File: config.mk
export PLATFORM = sky130hd
export DESIGN_NAME = gpio_port_ctrl
export DESIGN_NICKNAME = d
export VERILOG_FILES = /design/src/rtl/gpio_port_pkg.sv /design/src/rtl/gpio_alias_reg.sv /design/src/rtl/gpio_edge_irq.sv /design/src/rtl/gpio_pad_mux.sv /design/src/rtl/gpio_port_ctrl.sv
export SDC_FILE = /design/constraint.sdc
export NUM_CORES = 2
export LEC_CHECK = 0
export BUFFER_PORTS_ARGS = -buffer_cell sky130_fd_sc_hd__buf_2
export CORE_UTILIZATION = 45
export CTS_CLUSTER_SIZE = 20
export DETAILED_ROUTE_END_ITERATION = 8
export GPL_TIMING_DRIVEN = 0
export SLEW_MARGIN = 20
export SYNTH_ARGS = -nofsm -noshare
export SYNTH_HDL_FRONTEND = slang
export SYNTH_SLANG_ARGS = --single-unit
File: constraint.sdc
create_clock -name clk -period 4.1 [get_ports clk]
set_input_delay 0.82 -clock clk [delete_from_list [all_inputs] [get_ports clk]]
set_output_delay 0.82 -clock clk [all_outputs]
set_load 0.01 [all_outputs]
File: src/rtl/gpio_port_pkg.sv
package gpio_port_pkg;
  localparam int WIN_AW  = 9;
  localparam int FSEL_W  = 3;
  localparam int NUM_CFG = 13;

  localparam int G_OWN = 0;
  localparam int G_FP0 = 1;
  localparam int G_FP1 = 2;
  localparam int G_FP2 = 3;
  localparam int G_OEN = 4;
  localparam int G_OLV = 5;
  localparam int G_PUP = 6;
  localparam int G_PDN = 7;
  localparam int G_IEN = 8;
  localparam int G_ML  = 9;
  localparam int G_MH  = 10;
  localparam int G_FLT = 11;
  localparam int G_SCH = 12;

  localparam logic [WIN_AW-1:0] OFS_PINLVL = 9'h060;
  localparam logic [WIN_AW-1:0] OFS_FLAG   = 9'h0D0;
  localparam logic [WIN_AW-1:0] OFS_FLGCLR = 9'h0D8;
  localparam logic [WIN_AW-1:0] OFS_NPINS  = 9'h1F8;
  localparam logic [WIN_AW-1:0] OFS_VER    = 9'h1FC;

  typedef enum logic [1:0] {
    OP_STORE = 2'd0,
    OP_SET   = 2'd1,
    OP_CLR   = 2'd2,
    OP_TGL   = 2'd3
  } alias_op_e;

  function automatic logic [WIN_AW-1:0] cfg_base(input int g);
    case (g)
      G_OWN:   cfg_base = 9'h000;
      G_FP0:   cfg_base = 9'h010;
      G_FP1:   cfg_base = 9'h020;
      G_FP2:   cfg_base = 9'h030;
      G_OEN:   cfg_base = 9'h040;
      G_OLV:   cfg_base = 9'h050;
      G_PUP:   cfg_base = 9'h070;
      G_PDN:   cfg_base = 9'h080;
      G_IEN:   cfg_base = 9'h090;
      G_ML:    cfg_base = 9'h0A0;
      G_MH:    cfg_base = 9'h0B0;
      G_FLT:   cfg_base = 9'h0C0;
      default: cfg_base = 9'h160;
    endcase
  endfunction
endpackage

File: src/rtl/gpio_alias_reg.sv
module gpio_alias_reg
  import gpio_port_pkg::*;
#(
  parameter int W = 32,
  parameter logic [W-1:0] RST_VAL = '0
) (
  input  logic         clk,
  input  logic         rst,
  input  logic         hit,
  input  alias_op_e    op,
  input  logic [W-1:0] wdata,
  output logic [W-1:0] q
);
  always_ff @(posedge clk) begin
    if (rst) begin
      q <= RST_VAL;
    end else if (hit) begin
      case (op)
        OP_STORE: q <= wdata;
        OP_SET:   q <= q | wdata;
        OP_CLR:   q <= q & ~wdata;
        default:  q <= q ^ wdata;
      endcase
    end
  end

  assert_set_sticks_R2: assert property (@(posedge clk) disable iff (rst)
    (hit && op == OP_SET) |=> ((q & $past(wdata)) == $past(wdata)));

  assert_clr_drops_R2: assert property (@(posedge clk) disable iff (rst)
    (hit && op == OP_CLR) |=> ((q & $past(wdata)) == '0));
endmodule

File: src/rtl/gpio_edge_irq.sv
module gpio_edge_irq #(
  parameter int W = 32
) (
  input  logic         clk,
  input  logic         rst,
  input  logic [W-1:0] pin_in,
  input  logic [W-1:0] mode_lo,
  input  logic [W-1:0] mode_hi,
  input  logic [W-1:0] irq_en,
  input  logic         clr_we,
  input  logic [W-1:0] clr_mask,
  output logic [W-1:0] level,
  output logic [W-1:0] flags,
  output logic         irq
);
  logic [W-1:0] meta_q, sync_q, prev_q, flag_q;
  logic [W-1:0] rise, fall, take_rise, take_fall, hit, drop;

  always_ff @(posedge clk) begin
    if (rst) begin
      meta_q <= '0;
      sync_q <= '0;
      prev_q <= '0;
    end else begin
      meta_q <= pin_in;
      sync_q <= meta_q;
      prev_q <= sync_q;
    end
  end

  always_comb begin
    rise      = sync_q & ~prev_q;
    fall      = ~sync_q & prev_q;
    take_rise = ~(mode_hi & ~mode_lo);
    take_fall = ~(mode_lo & ~mode_hi);
    hit       = (rise & take_rise) | (fall & take_fall);
    drop      = clr_we ? clr_mask : '0;
  end

  always_ff @(posedge clk) begin
    if (rst) begin
      flag_q <= '0;
      irq    <= 1'b0;
    end else begin
      flag_q <= (flag_q & ~drop) | hit;
      irq    <= |(flag_q & irq_en);
    end
  end

  assign level = sync_q;
  assign flags = flag_q;

  assert_flag_holds_R6: assert property (@(posedge clk) disable iff (rst)
    !clr_we |=> (($past(flag_q) & ~flag_q) == '0));

  assert_irq_quiet_R7: assert property (@(posedge clk) disable iff (rst)
    ($past(irq_en) == '0) |-> !irq);
endmodule

File: src/rtl/gpio_pad_mux.sv
module gpio_pad_mux
  import gpio_port_pkg::*;
#(
  parameter int W  = 32,
  parameter int NF = 7
) (
  input  logic          clk,
  input  logic          rst,
  input  logic [W-1:0]  gpio_own,
  input  logic [W-1:0]  out_en,
  input  logic [W-1:0]  out_lvl,
  input  logic [W-1:0]  fp0,
  input  logic [W-1:0]  fp1,
  input  logic [W-1:0]  fp2,
  input  logic [W*NF-1:0] periph_dout,
  input  logic [W*NF-1:0] periph_oe,
  output logic [W-1:0]  pad_out,
  output logic [W-1:0]  pad_oe
);
  localparam int LANES = 1 << FSEL_W;

  logic [W-1:0] nxt_out, nxt_oe;

  for (genvar i = 0; i < W; i++) begin : g_pin
    logic [FSEL_W-1:0] fsel;
    logic [LANES-1:0]  d_lane, e_lane;
    assign fsel   = {fp2[i], fp1[i], fp0[i]};
    assign d_lane = LANES'(periph_dout[i*NF +: NF]);
    assign e_lane = LANES'(periph_oe[i*NF +: NF]);
    assign nxt_out[i] = gpio_own[i] ? out_lvl[i] : d_lane[fsel];
    assign nxt_oe[i]  = gpio_own[i] ? out_en[i]  : e_lane[fsel];
  end

  always_ff @(posedge clk) begin
    if (rst) begin
      pad_out <= '0;
      pad_oe  <= '0;
    end else begin
      pad_out <= nxt_out;
      pad_oe  <= nxt_oe;
    end
  end

  assert_gpio_input_undriven_R8: assert property (@(posedge clk) disable iff (rst)
    1'b1 |=> ((pad_oe & $past(gpio_own & ~out_en)) == '0));
endmodule

File: src/rtl/gpio_port_ctrl.sv
module gpio_port_ctrl
  import gpio_port_pkg::*;
#(
  parameter int NPINS = 32,
  parameter int NFUNC = 7,
  parameter int DW    = 32,
  parameter logic [DW-1:0] VERSION = 32'h0001_0200
) (
  input  logic                   clk,
  input  logic                   rst,
  input  logic [WIN_AW-1:0]      bus_addr,
  input  logic                   bus_we,
  input  logic [DW-1:0]          bus_wdata,
  output logic [DW-1:0]          bus_rdata,
  input  logic [NPINS-1:0]       pin_in,
  input  logic [NPINS*NFUNC-1:0] periph_dout,
  input  logic [NPINS*NFUNC-1:0] periph_oe,
  output logic [NPINS-1:0]       pad_out,
  output logic [NPINS-1:0]       pad_oe,
  output logic [NPINS-1:0]       pull_up,
  output logic [NPINS-1:0]       pull_dn,
  output logic [NPINS-1:0]       schmitt_en,
  output logic                   irq
);
  logic [NPINS-1:0] cfg_q [NUM_CFG];
  logic [NPINS-1:0] pin_lvl, flag_vec;
  logic [WIN_AW-1:0] word_addr;
  logic flag_clr_we;
  logic [DW-1:0] rd_next;
  logic unused_addr_lsb;

  assign word_addr       = {bus_addr[WIN_AW-1:2], 2'b00};
  assign unused_addr_lsb = ^bus_addr[1:0];
  assign flag_clr_we     = bus_we && (word_addr == OFS_FLGCLR);

  for (genvar g = 0; g < NUM_CFG; g++) begin : g_cfg
    localparam logic [WIN_AW-1:0] BASE = cfg_base(g);
    localparam logic [NPINS-1:0]  RV   = (g == G_OWN) ? {NPINS{1'b1}} : '0;
    logic hit;
    assign hit = bus_we && (bus_addr[WIN_AW-1:4] == BASE[WIN_AW-1:4]);
    gpio_alias_reg #(.W(NPINS), .RST_VAL(RV)) u_reg (
      .clk   (clk),
      .rst   (rst),
      .hit   (hit),
      .op    (alias_op_e'(bus_addr[3:2])),
      .wdata (bus_wdata[NPINS-1:0]),
      .q     (cfg_q[g])
    );
  end

  gpio_edge_irq #(.W(NPINS)) u_irq (
    .clk      (clk),
    .rst      (rst),
    .pin_in   (pin_in),
    .mode_lo  (cfg_q[G_ML]),
    .mode_hi  (cfg_q[G_MH]),
    .irq_en   (cfg_q[G_IEN]),
    .clr_we   (flag_clr_we),
    .clr_mask (bus_wdata[NPINS-1:0]),
    .level    (pin_lvl),
    .flags    (flag_vec),
    .irq      (irq)
  );

  gpio_pad_mux #(.W(NPINS), .NF(NFUNC)) u_pad (
    .clk         (clk),
    .rst         (rst),
    .gpio_own    (cfg_q[G_OWN]),
    .out_en      (cfg_q[G_OEN]),
    .out_lvl     (cfg_q[G_OLV]),
    .fp0         (cfg_q[G_FP0]),
    .fp1         (cfg_q[G_FP1]),
    .fp2         (cfg_q[G_FP2]),
    .periph_dout (periph_dout),
    .periph_oe   (periph_oe),
    .pad_out     (pad_out),
    .pad_oe      (pad_oe)
  );

  assign pull_up    = cfg_q[G_PUP];
  assign pull_dn    = cfg_q[G_PDN];
  assign schmitt_en = cfg_q[G_SCH];

  always_comb begin
    rd_next = '0;
    for (int g = 0; g < NUM_CFG; g++) begin
      if (word_addr == cfg_base(g)) rd_next = DW'(cfg_q[g]);
    end
    if (word_addr == OFS_PINLVL) rd_next = DW'(pin_lvl);
    if (word_addr == OFS_FLAG)   rd_next = DW'(flag_vec);
    if (word_addr == OFS_NPINS)  rd_next = DW'(NPINS);
    if (word_addr == OFS_VER)    rd_next = VERSION;
  end

  always_ff @(posedge clk) begin
    if (rst) bus_rdata <= '0;
    else     bus_rdata <= rd_next;
  end

  assert_rdata_registered_R12: assert property (@(posedge clk) disable iff (rst)
    $stable(rd_next) |=> (bus_rdata == $past(rd_next)));
endmodule

==> flow_summary.ini <==
[clock_network]
clk_pin_slew_ns = 0.06
clock_tree.buffer_depth = 3
clock-sinks = 641
ctsHoldBuffers = 0
numCtsBuffers = 81
cts_resized = 0
clock_tree.root_cell = clkbuf_16
htreeDepth = 3
insertion_delay_ns = 0.70
cts_setup_buffers = 0
cts_tree = built

[timing]
slew_violations = 0
min_period_ns = 3.84
hold_viol = 0
skew_ns = 0.0355
maxSlewHeadroom = 0.121
setup_violations = 0
rsz0062_at_grt = false
fmax_ghz = 0.260
period_share = 0.937
worstMarginPinSlew_ns = 1.32

[final_layout]
drive_above_1_share = 0.243
nFillCells = 11173
instances_no_fill = 8412
final_core_util = 0.525
num-nets-final = 8177
final_area_um2 = 60900
final_common_cell = a211oi_1
layout_common_cells = 898 x a211oi_1, 840 x buf_2, 832 x ha_1, 796 x nor2_1, 641 x dfxtp_1
syn_to_final_growth_pct = 15.8

[route]
routed.top_layer = met5
dr_wl_met3_um = 31700
detail_route.wl_per_cell_um = 31.2
ant_nets = 0
routed-via-count = 53878
wl_met1_um = 106000
route.met2.wl_um = 107000
vias_per_cell = 6.40
drt_pass1_iterations = 6
drt_iter0_markers = 7322
drt-total-wl_um = 262000
drc = 0

[synthesis]
ys_ff_latch = 641
seq_area_frac_synth = 0.244
yosysUniqueCellTypes = 74
yosysWarnings = 0
async_reset_ff_frac = 0
synth.top_cell.area_share = 0.244
synth_flop_cell = dfxtp_1
synth-edff-count = 0
avgSynthCellArea_um2 = 8.73
netlist_instances = 6023
synth.cell_area_um2 = 52600
synth_top_area_cell = dfxtp_1
synth_area_leaders = dfxtp_1 24%, ha_1 20%, a211oi_1 13%
synth_nets = 7379

[place]
dp_hpwl_um = 204000
place_area_um2 = 58100
numPortBuffers = 713
place.gp.congestion = 1.03
dp_cells = 8261

[worst_setup_path]
worstRegToRegCells = 6
worst_setup_path_start_kind = primary input
critPathKind = in -> reg
cp_data_arrival_time_ns = 4.36
path_max_fanout = 10
end_kind = flop
crit_required_ns = 4.62

[global_route]
first_global_vias = 48771
antenna_found_initial = 11
grt_start_max_net_pins = 27
grt.overflow.total = 0
grt.total_usage = 0.425
grt_pass1_wl_um = 361000

[floorplanning]
ioPinCount = 717
die_y_um = 344
placementRows = 125
start_util = 0.453
dieWidth_um = 344
core_um2 = 116000
die_area_um2 = 118000

[pwr]
total_power_mw = 17.7
irDropWorstVdd_uv = 305
p_per_area_nw_per_um2 = 291
leakage_nw = 25.1

[run_status]
status = complete, no violations

[job]
drv_cap = 0

[hold_path]
holdPathStages = 2
worstHoldPathType = in -> reg
==> synthesized netlist by cell type, types with 3 or more instances <==
library cell / instances
a2111oi_0: 6
a211o_1: 32
a211oi_1: 899
a21oi_1: 626
a221oi_1: 41
a222oi_1: 15
a22o_1: 4
a22oi_1: 37
a31o_1: 4
and2_1: 5
buf_1: 31
buf_2: 126
buf_4: 125
buf_6: 11
clkbuf_1: 275
dfxtp_1: 641
ha_1: 832
inv_1: 452
mux2_2: 416
mux2i_1: 126
mux4_2: 88
nand2_1: 86
nand2_2: 4
nand2b_1: 5
nand3_1: 6
nand4_1: 5
nor2_1: 796
nor2_2: 4
nor2_4: 8
nor2_8: 5
nor2b_1: 98
nor3_1: 7
nor3b_1: 8
o2111ai_1: 5
o211ai_1: 3
o21ai_0: 65
o21ai_1: 5
o221ai_1: 7
o22ai_1: 61
o2bb2ai_1: 4
o32ai_1: 8
==> metal layers <==
| metal | GRT usage | vias up |
|---|---|---|
| met3 | 0.116 | 732 |
| met1 | 0.572 | 26306 |
| met2 | 0.611 | 3530 |
| met4 | 0.232 | 20 |
| met5 | 0.00801 | - |
| li1 | - | 23290 |
==> registers in the layout (all words and copies together) (netlist names) <==
register,cells
u_pad.pad_oe,32
u_irq.level,32
u_pad.pad_out,32
u_irq.meta_q,32
u_irq.irq,1
u_irq.flags,32
u_irq.prev_q,32
bus_rdata,32
g_cfg.u_reg.q,416
==> power breakdown <==
group          switching [mW]  internal [mW]  total (mW)
clock network            3.27           4.56        7.82
registers               0.186           6.35        6.54
logic                    2.17           1.19        3.36
total                    5.62           12.1        17.7
==> stage by stage <==
stage	setup TNS (ns)	worst slack, ns	hold WS [ns]
6_report	0	0.260	0.332
2_1_floorplan	0	1.67	0.414
4_1_cts	0	0.247	0.315
5_1_grt	0	0.483	0.334
3_5_place_dp	-3.24	-0.468	0.420
3_3_place_gp	-25.13	-0.919	0.417
==> final timing paths <==
| check | start | end | slack (ns) |
|---|---|---|---|
| setup / recovery | bus_addr[6] | bus_rdata[14] | 0.26 |
| hold / removal | pin_in[20] | u_irq.meta_q[20] | 0.33 |
| setup reg to reg | g_cfg[2].u_reg.q[31] | bus_rdata[31] | 1.19 |
| hold reg to reg | u_irq.meta_q[6] | u_irq.level[6] | 0.43 |
==> cell type report <==
type / count / area, µm² / area share
clock inverters: 30 / 397 / 0.00651
clock buffers: 117 / 2390 / 0.0392
diodes: 3 / 7.51 / 0.000123
multi-input cells: 4362 / 35200 / 0.578
inverters: 452 / 1700 / 0.0279
repair buffers: 715 / 3590 / 0.0590
flip-flops and latches: 641 / 12800 / 0.211
well taps: 1524 / 1910 / 0.0313
plain buffers: 568 / 2850 / 0.0468
==> critical path, stage by stage <==
cell and delay [ns]:
buf_2 0.17, nor3b_4 0.46, clkbuf_1 1.02, nand3_1 0.84, o2111ai_1 0.65, a31o_1 0.25
a21oi_1 0.15
==> cells by family (layout without fill, tap and decap cells) <==
family | count (synthesis) | in the layout | synth area share
AOI/OAI and AO/OA | 1837 | 1837 | 0.232
buffers and inverters | 1020 | 1882 | 0.0863
adders and majority gates | 832 | 832 | 0.198
and+or+nand+nor | 1063 | 1063 | 0.0889
DFF | 641 | 641 | 0.244
muxes | 630 | 630 | 0.151
other | 0 | 3 | 0
No activity file was read; power rests on OpenSTA's default activity.
